## src/rtl/secded_ram.sv

```systemverilog
module secded_ram #(
  parameter int ADDR_W     = 4,
  parameter bit REG_STATUS = 1'b1
) (
  input  logic              clk,
  input  logic              clr,
  input  logic              wr_en,
  input  logic [ADDR_W-1:0] wr_addr,
  input  logic [63:0]       wr_data,
  input  logic              rd_en,
  input  logic [ADDR_W-1:0] rd_addr,
  input  logic              inj_en,
  input  logic [ADDR_W-1:0] inj_addr,
  input  logic [71:0]       inj_mask,
  output logic [63:0]       rd_data,
  output logic [2:0]        err_status
);
  localparam int DEPTH = 1 << ADDR_W;
  localparam int CW    = 72;

  function automatic logic [CW-1:0] encode(input logic [63:0] d);
    logic [CW-1:0] c;
    int k;
    c = '0;
    k = 0;
    for (int i = 1; i < CW; i++)
      if ((i & (i - 1)) != 0) begin
        c[7'(i)] = d[6'(k)];
        k++;
      end
    for (int p = 0; p < 7; p++)
      for (int i = 1; i < CW; i++)
        if ((i & (i - 1)) != 0 && ((i >> p) & 1) == 1)
          c[7'(1 << p)] = c[7'(1 << p)] ^ c[7'(i)];
    c[0] = ^c[CW-1:1];
    return c;
  endfunction

  function automatic logic [63:0] extract(input logic [CW-1:0] c);
    logic [63:0] d;
    int k;
    d = '0;
    k = 0;
    for (int i = 1; i < CW; i++)
      if ((i & (i - 1)) != 0) begin
        d[6'(k)] = c[7'(i)];
        k++;
      end
    return d;
  endfunction

  function automatic logic [6:0] syndrome(input logic [CW-1:0] c);
    logic [6:0] s;
    s = '0;
    for (int i = 1; i < CW; i++)
      if (c[7'(i)]) s = s ^ 7'(i);
    return s;
  endfunction

  logic [CW-1:0] mem [DEPTH];
  logic [CW-1:0] rd_cw, fixed_cw;
  logic [6:0]    syn;
  logic          ovp;
  logic [2:0]    dec_status;
  logic [63:0]   dec_data;

  always_ff @(posedge clk) begin
    if (inj_en) mem[inj_addr] <= mem[inj_addr] ^ inj_mask;
    if (wr_en)  mem[wr_addr]  <= encode(wr_data);
  end

  assign rd_cw = (wr_en && wr_addr == rd_addr) ? encode(wr_data) : mem[rd_addr];
  assign syn   = syndrome(rd_cw);
  assign ovp   = ^rd_cw;

  always_comb begin
    fixed_cw = rd_cw;
    if (ovp && syn < 7'd72) fixed_cw[syn] = ~rd_cw[syn];
    if (!ovp && syn == 7'd0)     dec_status = 3'b000;
    else if (ovp && syn < 7'd72) dec_status = 3'b011;
    else                         dec_status = 3'b101;
  end

  assign dec_data = extract(fixed_cw);

  always_ff @(posedge clk or posedge clr)
    if (clr)        rd_data <= '0;
    else if (rd_en) rd_data <= dec_data;

  generate
    if (REG_STATUS) begin : g_reg_status
      logic [2:0] status_q;
      always_ff @(posedge clk or posedge clr)
        if (clr)        status_q <= '0;
        else if (rd_en) status_q <= dec_status;
      assign err_status = status_q;

      assert_hold_status_R8: assert property (@(posedge clk) disable iff (clr)
        !rd_en |=> $stable(err_status));
      assert_forward_R7: assert property (@(posedge clk) disable iff (clr)
        (rd_en && wr_en && wr_addr == rd_addr) |=>
          (rd_data == $past(wr_data) && err_status == 3'b000));
    end else begin : g_comb_status
      assign err_status = rd_en ? dec_status : 3'b000;

      assert_idle_status_R6: assert property (@(posedge clk) disable iff (clr)
        !rd_en |-> err_status == 3'b000);
    end
  endgenerate

  assert_legal_status_R4: assert property (@(posedge clk) disable iff (clr)
    err_status == 3'b000 || err_status == 3'b011 || err_status == 3'b101);
  assert_hold_data_R8: assert property (@(posedge clk) disable iff (clr)
    !rd_en |=> $stable(rd_data));
endmodule

```

## config.mk

```make
export PLATFORM = sky130hd
export DESIGN_NAME = secded_ram
export DESIGN_NICKNAME = d
export VERILOG_FILES = /design/src/rtl/secded_ram.sv
export SDC_FILE = /design/constraint.sdc
export NUM_CORES = 2
export LEC_CHECK = 0
export BUFFER_PORTS_ARGS = -buffer_cell sky130_fd_sc_hd__buf_4
export CAP_MARGIN = 25
export CORE_MARGIN = 8
export CORE_UTILIZATION = 45
export CTS_CLUSTER_SIZE = 8
export DETAILED_ROUTE_END_ITERATION = 10
export MAX_ROUTING_LAYER = met4
export PLACE_DENSITY = 0.58
export SLEW_MARGIN = 20
export SYNTH_ARGS = -nofsm -noshare
export SYNTH_HDL_FRONTEND = slang
export SYNTH_SLANG_ARGS = --single-unit
```

## constraint.sdc

```tcl
create_clock -name clk -period 6.06 [get_ports clk]
set_clock_uncertainty 0.15 [all_clocks]
set_input_delay 0.909 -clock clk [delete_from_list [all_inputs] [get_ports clk]]
set_output_delay 0.909 -clock clk [all_outputs]
set_load 0.02 [all_outputs]
```

=== Yosys cells after proc, flatten, opt, wreduce, memory -nomap -nowiden ===
Memories as Yosys holds them, arrays and structs flattened.
Cells that the tools add are included.

* Register bits: 35
* RAM bits: 1152
* Input bits: 153
* Output and inout bits: 67
* Memories kept: 1

* Add/sub/neg operators: 55
* $lt $le $gt $ge: 59
* Eq/ne operators: 1
* Mux-type cells: 451
* Bitwise operators: 154
* Reduce and logical (&&, ||, !) cells: 8

{| class="wikitable"
|+ Memory list
! memory !! words !! bits a word !! read ports !! clocked after memory_dff !! wr ports !! RTL line !! RTL
|-
| mem || 16 || 72 || 2 || 0 || 2 || 60 || <nowiki>logic [CW-1:0] mem [DEPTH];</nowiki>
|}

{| class="wikitable"
|+ Operator list
! cell !! number
|-
| two-way mux 6 bit || 88
|-
| less-than comparator 6 x 8 -> 1 bit (second input constant) || 56
|-
| binary-select mux 1 bit (select 6 bit) || 56
|-
| adder 6 x 2 -> 6 bit (second input constant) || 55
|-
| two-way mux 1 bit || 270
|-
| XOR 1 bit || 90
|-
| two-way mux 5 bit || 16
|-
| bitwise mux 72 bit || 1
|-
| two-way mux 72 bit || 1
|-
| parity 72 bit || 1
|-
| XOR 72 bit || 1
|-
| parity 71 bit || 1
|-
| inverter 3 bit || 20
|-
| inverter 4 bit || 15
|-
| two-way mux 39 bit || 1
|-
| two-way mux 4 bit || 8
|-
| inverter 2 bit || 15
|-
| inverter 5 bit || 6
|-
| two-way mux 3 bit || 6
|-
| less-than comparator 7 x 8 -> 1 bit (second input constant) || 1
|-
| binary-select mux 1 bit (select 7 bit) || 1
|-
| demux 1 bit (select 7 bit) || 1
|-
| greater-or-equal comparator 7 x 1 -> 1 bit (second input constant) || 1
|-
| zero test 7 bit || 1
|-
| 8 further kinds || 16
|}

=== Longest topological paths before layout ===
* Word-level depth: 129
* Gate-level depth with buffers: 21
* Gate-level depth less buffers: 14

=== Worst setup path before layout ===
No wires, ideal clock.

* Path kind: in2reg
* Start: input rd_addr[0]
* End: register rd_data[4]
* Library setup time: 0.123 ns
* Data arrival time: 5.052 ns
* Required time: 5.787 ns
* Path slack: 0.735 ns
* Stages: 16
* Path through: buf_6 > buf_4 > buf_4 > mux4_2 > mux4_2 > nand2_1 > nand2_1 > xor2_1 > xnor3_1 > xnor2_1 > xor3_1 > nor2_1 > nand2_1 > a211oi_2 > o2111a_1 > a21oi_1

* Cells in the longest elaborated chain, start to end: 103

{| class="wikitable"
|+ RTL lines
! element !! RTL line !! RTL
|-
| start, declared || 11 || <nowiki>input logic [ADDR_W-1:0] rd_addr,</nowiki>
|-
| branches (longest 2 deep; another with memory (16 x 72 bit)) || n/a ||
|-
| two-way mux 72 bit (*) || 72 || <nowiki>assign rd_cw = (wr_en && wr_addr == rd_addr) ? encode(wr_data) : mem[rd_addr];</nowiki>
|-
| two-way mux 1 bit || 56 || <nowiki>if (c[7'(i)]) s = s ^ 7'(i);</nowiki>
|-
| two-way mux 2 bit || 56 ||
|-
| inverter 2 bit (no line) || n/a ||
|-
| two-way mux 2 bit || 56 ||
|-
| two-way mux 3 bit || 56 ||
|-
| inverter 2 bit (no line) || n/a ||
|-
| (+86 left out) || n/a ||
|-
| inverter 6 bit (no line) || n/a ||
|-
| two-way mux 6 bit || 56 ||
|-
| less-than comparator 7 x 8 -> 1 bit (implied by the code) or greater-or-equal comparator 7 x 1 -> 1 bit (tied branches) || 78 || <nowiki>if (ovp && syn < 7'd72) fixed_cw[syn] = ~rd_cw[syn];</nowiki>
|-
| logical AND 1 bit (implied by the code) || 78 ||
|-
| two-way mux 1 bit (implied by the code) || 78 ||
|-
| demux 1 bit (select 7 bit) || 78 ||
|-
| bitwise mux 72 bit || 78 ||
|-
| two-way mux 39 bit (*) || 78 ||
|-
| end signal, assigned || 88 || <nowiki>else if (rd_en) rd_data <= dec_data;</nowiki>
|-
| end, declared || 15 || <nowiki>output logic [63:0] rd_data,</nowiki>
|}

Every way passes the cells marked *. The select of a mux whose other input is x is not followed.
A chain may end at the register's enable or synchronous reset.

=== Final worst setup path ===
* Start: input rd_addr[1]
* End: register rd_data[21]

Same word-level chain as after synthesis.

==> results.json <==
{
  "status": "completed",
  "ctsHoldBuffers": 0,
  "drive_above_1_share_pct": 25.6,
  "startpoint_type": "input pin",
  "hold_viol_final": 0,
  "cp_common_cell": "mux2i_1",
  "worstRegToRegCells": 15,
  "p_leak_nw": 26.5,
  "drt_iter0_drc": 8412,
  "avgSynthCellArea_um2": 12.1,
  "initial_core_util_pct": 45.2,
  "place_inst": 7580,
  "synth.cell_area_mm2": 0.0685,
  "hold_class": "input pin to async pin",
  "crit_fanout": 15,
  "worstPathRequired_ns": 6.58,
  "rsz0062_at_grt": "no",
  "grt_max_degree": 84,
  "ys_warn_count": 0,
  "crit_cells": 17,
  "crit_slowest_cell": "xor2_1",
  "path_clk_slew_ns": 0.05,
  "first_pass_iters": 6,
  "synth-main-ff-cell": "edfxtp_1",
  "die_area_mm2": 0.165,
  "internal-power_mw": 18.9,
  "critPathTopFamily": "XOR/XNOR gates",
  "m1WireLength_um": 98400,
  "max_stage_delay_ns": 0.66,
  "grt_pass1_wl_um": 392000,
  "endpoint_kind": "register",
  "io-pin-count": 220,
  "track_usage_pct": 34.2,
  "vias": 53900,
  "cts_tree": "done",
  "drc": 0,
  "crit_type": "input pin to register",
  "fin_cells": 7822,
  "portBuffers": 180,
  "synthArstFlopShare_pct": 2.95,
  "clk_latency_ns": 0.83,
  "powerDensity_mw_per_mm2": 369,
  "synth_most_common_cell": "nand2_1",
  "combPwrFrac_pct": 36.2,
  "ant_nets": 0,
  "yosysSeqAreaShare_pct": 49.2,
  "rows": 143,
  "cts-resized-gates": 0,
  "synth_common_cells": "nand2_1, o21ai_0, edfxtp_1, mux4_2, clkbuf_1",
  "netSwitchingPower_mw": 9.83,
  "fill_cells": 13000,
  "peakVddDrop_mv": 0.787,
  "globalplace.congestion": 0.915,
  "cts_buffers": 167,
  "grt_pass1_vias": 52300,
  "totalPowerFinal_mw": 28.7,
  "cts_max_path_buffers": 3,
  "synth_edf_count": 976,
  "cts_setup_buffers": 0,
  "tightest_slew_ns": 1.18,
  "netlist.area_leader.share_pct": 42.8,
  "swShare_pct": 34.2,
  "overflow": 0,
  "wl_per_cell_um": 35.8,
  "area_growth_pct": 13.6,
  "seqPwrFrac_pct": 33.6,
  "fmax_mhz": 187,
  "wirelength_um": 280000,
  "met3WireLength_um": 41900,
  "period_minus_slack_ns": 5.34,
  "cp.buffers_inverters": 3,
  "chipWidth_um": 406,
  "tns_ns": 0,
  "netlist_top_cells_area": "edfxtp_1, mux4_2, o21ai_0",
  "core_area_mm2": 0.152,
  "pwr-share-clk_pct": 30.2,
  "yosysTopAreaCell": "edfxtp_1",
  "final-setup-viol-count": 0,
  "vias_per_cell": 6.89,
  "cts-root-buf": "clkbuf_16",
  "synth_seq_cells": 1187,
  "clock_sinks": 1187,
  "fin_nets": 5881,
  "dieHeight_um": 406,
  "netlist_instances": 5671,
  "ys_types": 77,
  "drv_slew": 0,
  "cp_cell_sequence": "buf_8 -> buf_12 -> mux4_1 -> mux2i_1 -> mux2i_1 -> mux2i_1 -> xnor2_1 -> xor2_1 -> xnor3_1 -> xnor2_2 -> xor2_1 -> nor2_1 -> a221oi_1 -> a31oi_1 -> o211ai_2 -> buf_12 -> a31oi_1",
  "reg2reg_slack_ns": 0.96,
  "top_layer_used": "met4",
  "dp_hpwl_um": 162000,
  "grt_antenna_before_repair": 20,
  "worst_ep_arrival_time_ns": 5.86,
  "dr_wl_met2_um": 123000,
  "slew_headroom_pct": 21.2,
  "final.period_utilization_pct": 88.1,
  "cts_max_level": 4,
  "drv_cap": 0
}
[area by class of cell]
cell class	instances	area, um2	share of cell area, %
clock buffers	203	4450	5.72
inverters	30	153	0.196
diodes	20	50.0	0.0643
multi-input cells	3830	32300	41.5
repair buffers	512	4490	5.77
flip-flops and latches	1187	33700	43.3
well taps	2030	2540	3.26
clock inverters	10	118	0.151
[logic make-up (layout without fill, tap and decap cells)]
logic type	Yosys count	count (layout)	synth area share (%)
buffers and inverters	685	755	4.53
AOI/OAI and AO/OA	1382	1382	10.9
other	1	52	0.00548
xor gates and xnor gates	283	283	4.14
DFF	1187	1187	49.2
and+or+nand+nor	1386	1386	7.91
muxes	747	747	23.3
[through the flow]
stage          util, %  cell area [um2]  hold slack [ns]  setup slack (ns)
2_1_floorplan        -            68600            0.286             0.735
3_3_place_gp      47.9            72600            0.297            0.0712
3_5_place_dp      48.1            72900            0.309            0.0822
4_1_cts           51.1            77500           0.0200             0.936
5_1_grt           51.3            77800           0.0747             0.628
6_report          51.3            77800           0.0472             0.719
[state kept, by name, indices dropped and copies added (netlist names)]
signal,cells
mem,1152
rd_data,32
err_status,3
[worst register-to-register path, delay by kind of cell, from the launching register on]
kind	cells	cell delay, ns
muxes	4	1.44
DFF	1	0.42
and+or+nand+nor	1	0.17
AOI/OAI and AO/OA	4	0.77
xor gates and xnor gates	5	1.85
buffers and inverters	1	0.17
[power by group through the flow]
stage	logic (mW)	registers (mW)	clock network, mW
global placement	9.98	9.77	0
finish	10.4	9.65	8.66
floorplan	6.14	9.79	0
global route	10.9	9.70	8.97
detailed placement	10.0	9.80	0
CTS	10.1	9.64	8.66
[layout by cell type (no fill, tap or decap), drive strengths merged, types with 4 or more instances in the layout]
cell type / instances
and3: 4
nor2: 87
mux2: 8
mux4: 669
xor3: 4
a221oi: 6
a31oi: 7
or2: 6
nor2b: 10
o221ai: 5
dfxtp: 176
edfxtp: 976
nand2b: 5
mux2i: 70
clkinv: 7
nor3: 18
o22ai: 72
nand3b: 5
a22oi: 72
xnor3: 18
conb: 32
o211ai: 18
nand3: 18
clkbuf: 211
buf: 504
a211oi: 5
xnor2: 204
o21ai: 1136
dfrtp: 35
diode: 20
xor2: 57
nand2: 1215
and2: 5
inv: 33
a21oi: 34
[per-layer routing]
layer  vias to the layer above  GRT usage (%)
li1                      21400              -
met1                     26900           44.1
met5                         -              -
met2                      4592           49.5
met3                       980           10.2
met4                         0           16.2
[worst paths after layout]
kind / end / startpoint
setup / recovery: rd_data[21] / rd_addr[1]
setup reg to reg: rd_data[21] / mem[14][22]
hold / removal: rd_data[3] / clr
hold reg to reg: mem[7][67] / mem[7][67]
max in group asynchronous: rd_data[28] / clr
min in group clk: mem[7][67] / mem[7][67]
(Power assumes the default switching activity.)
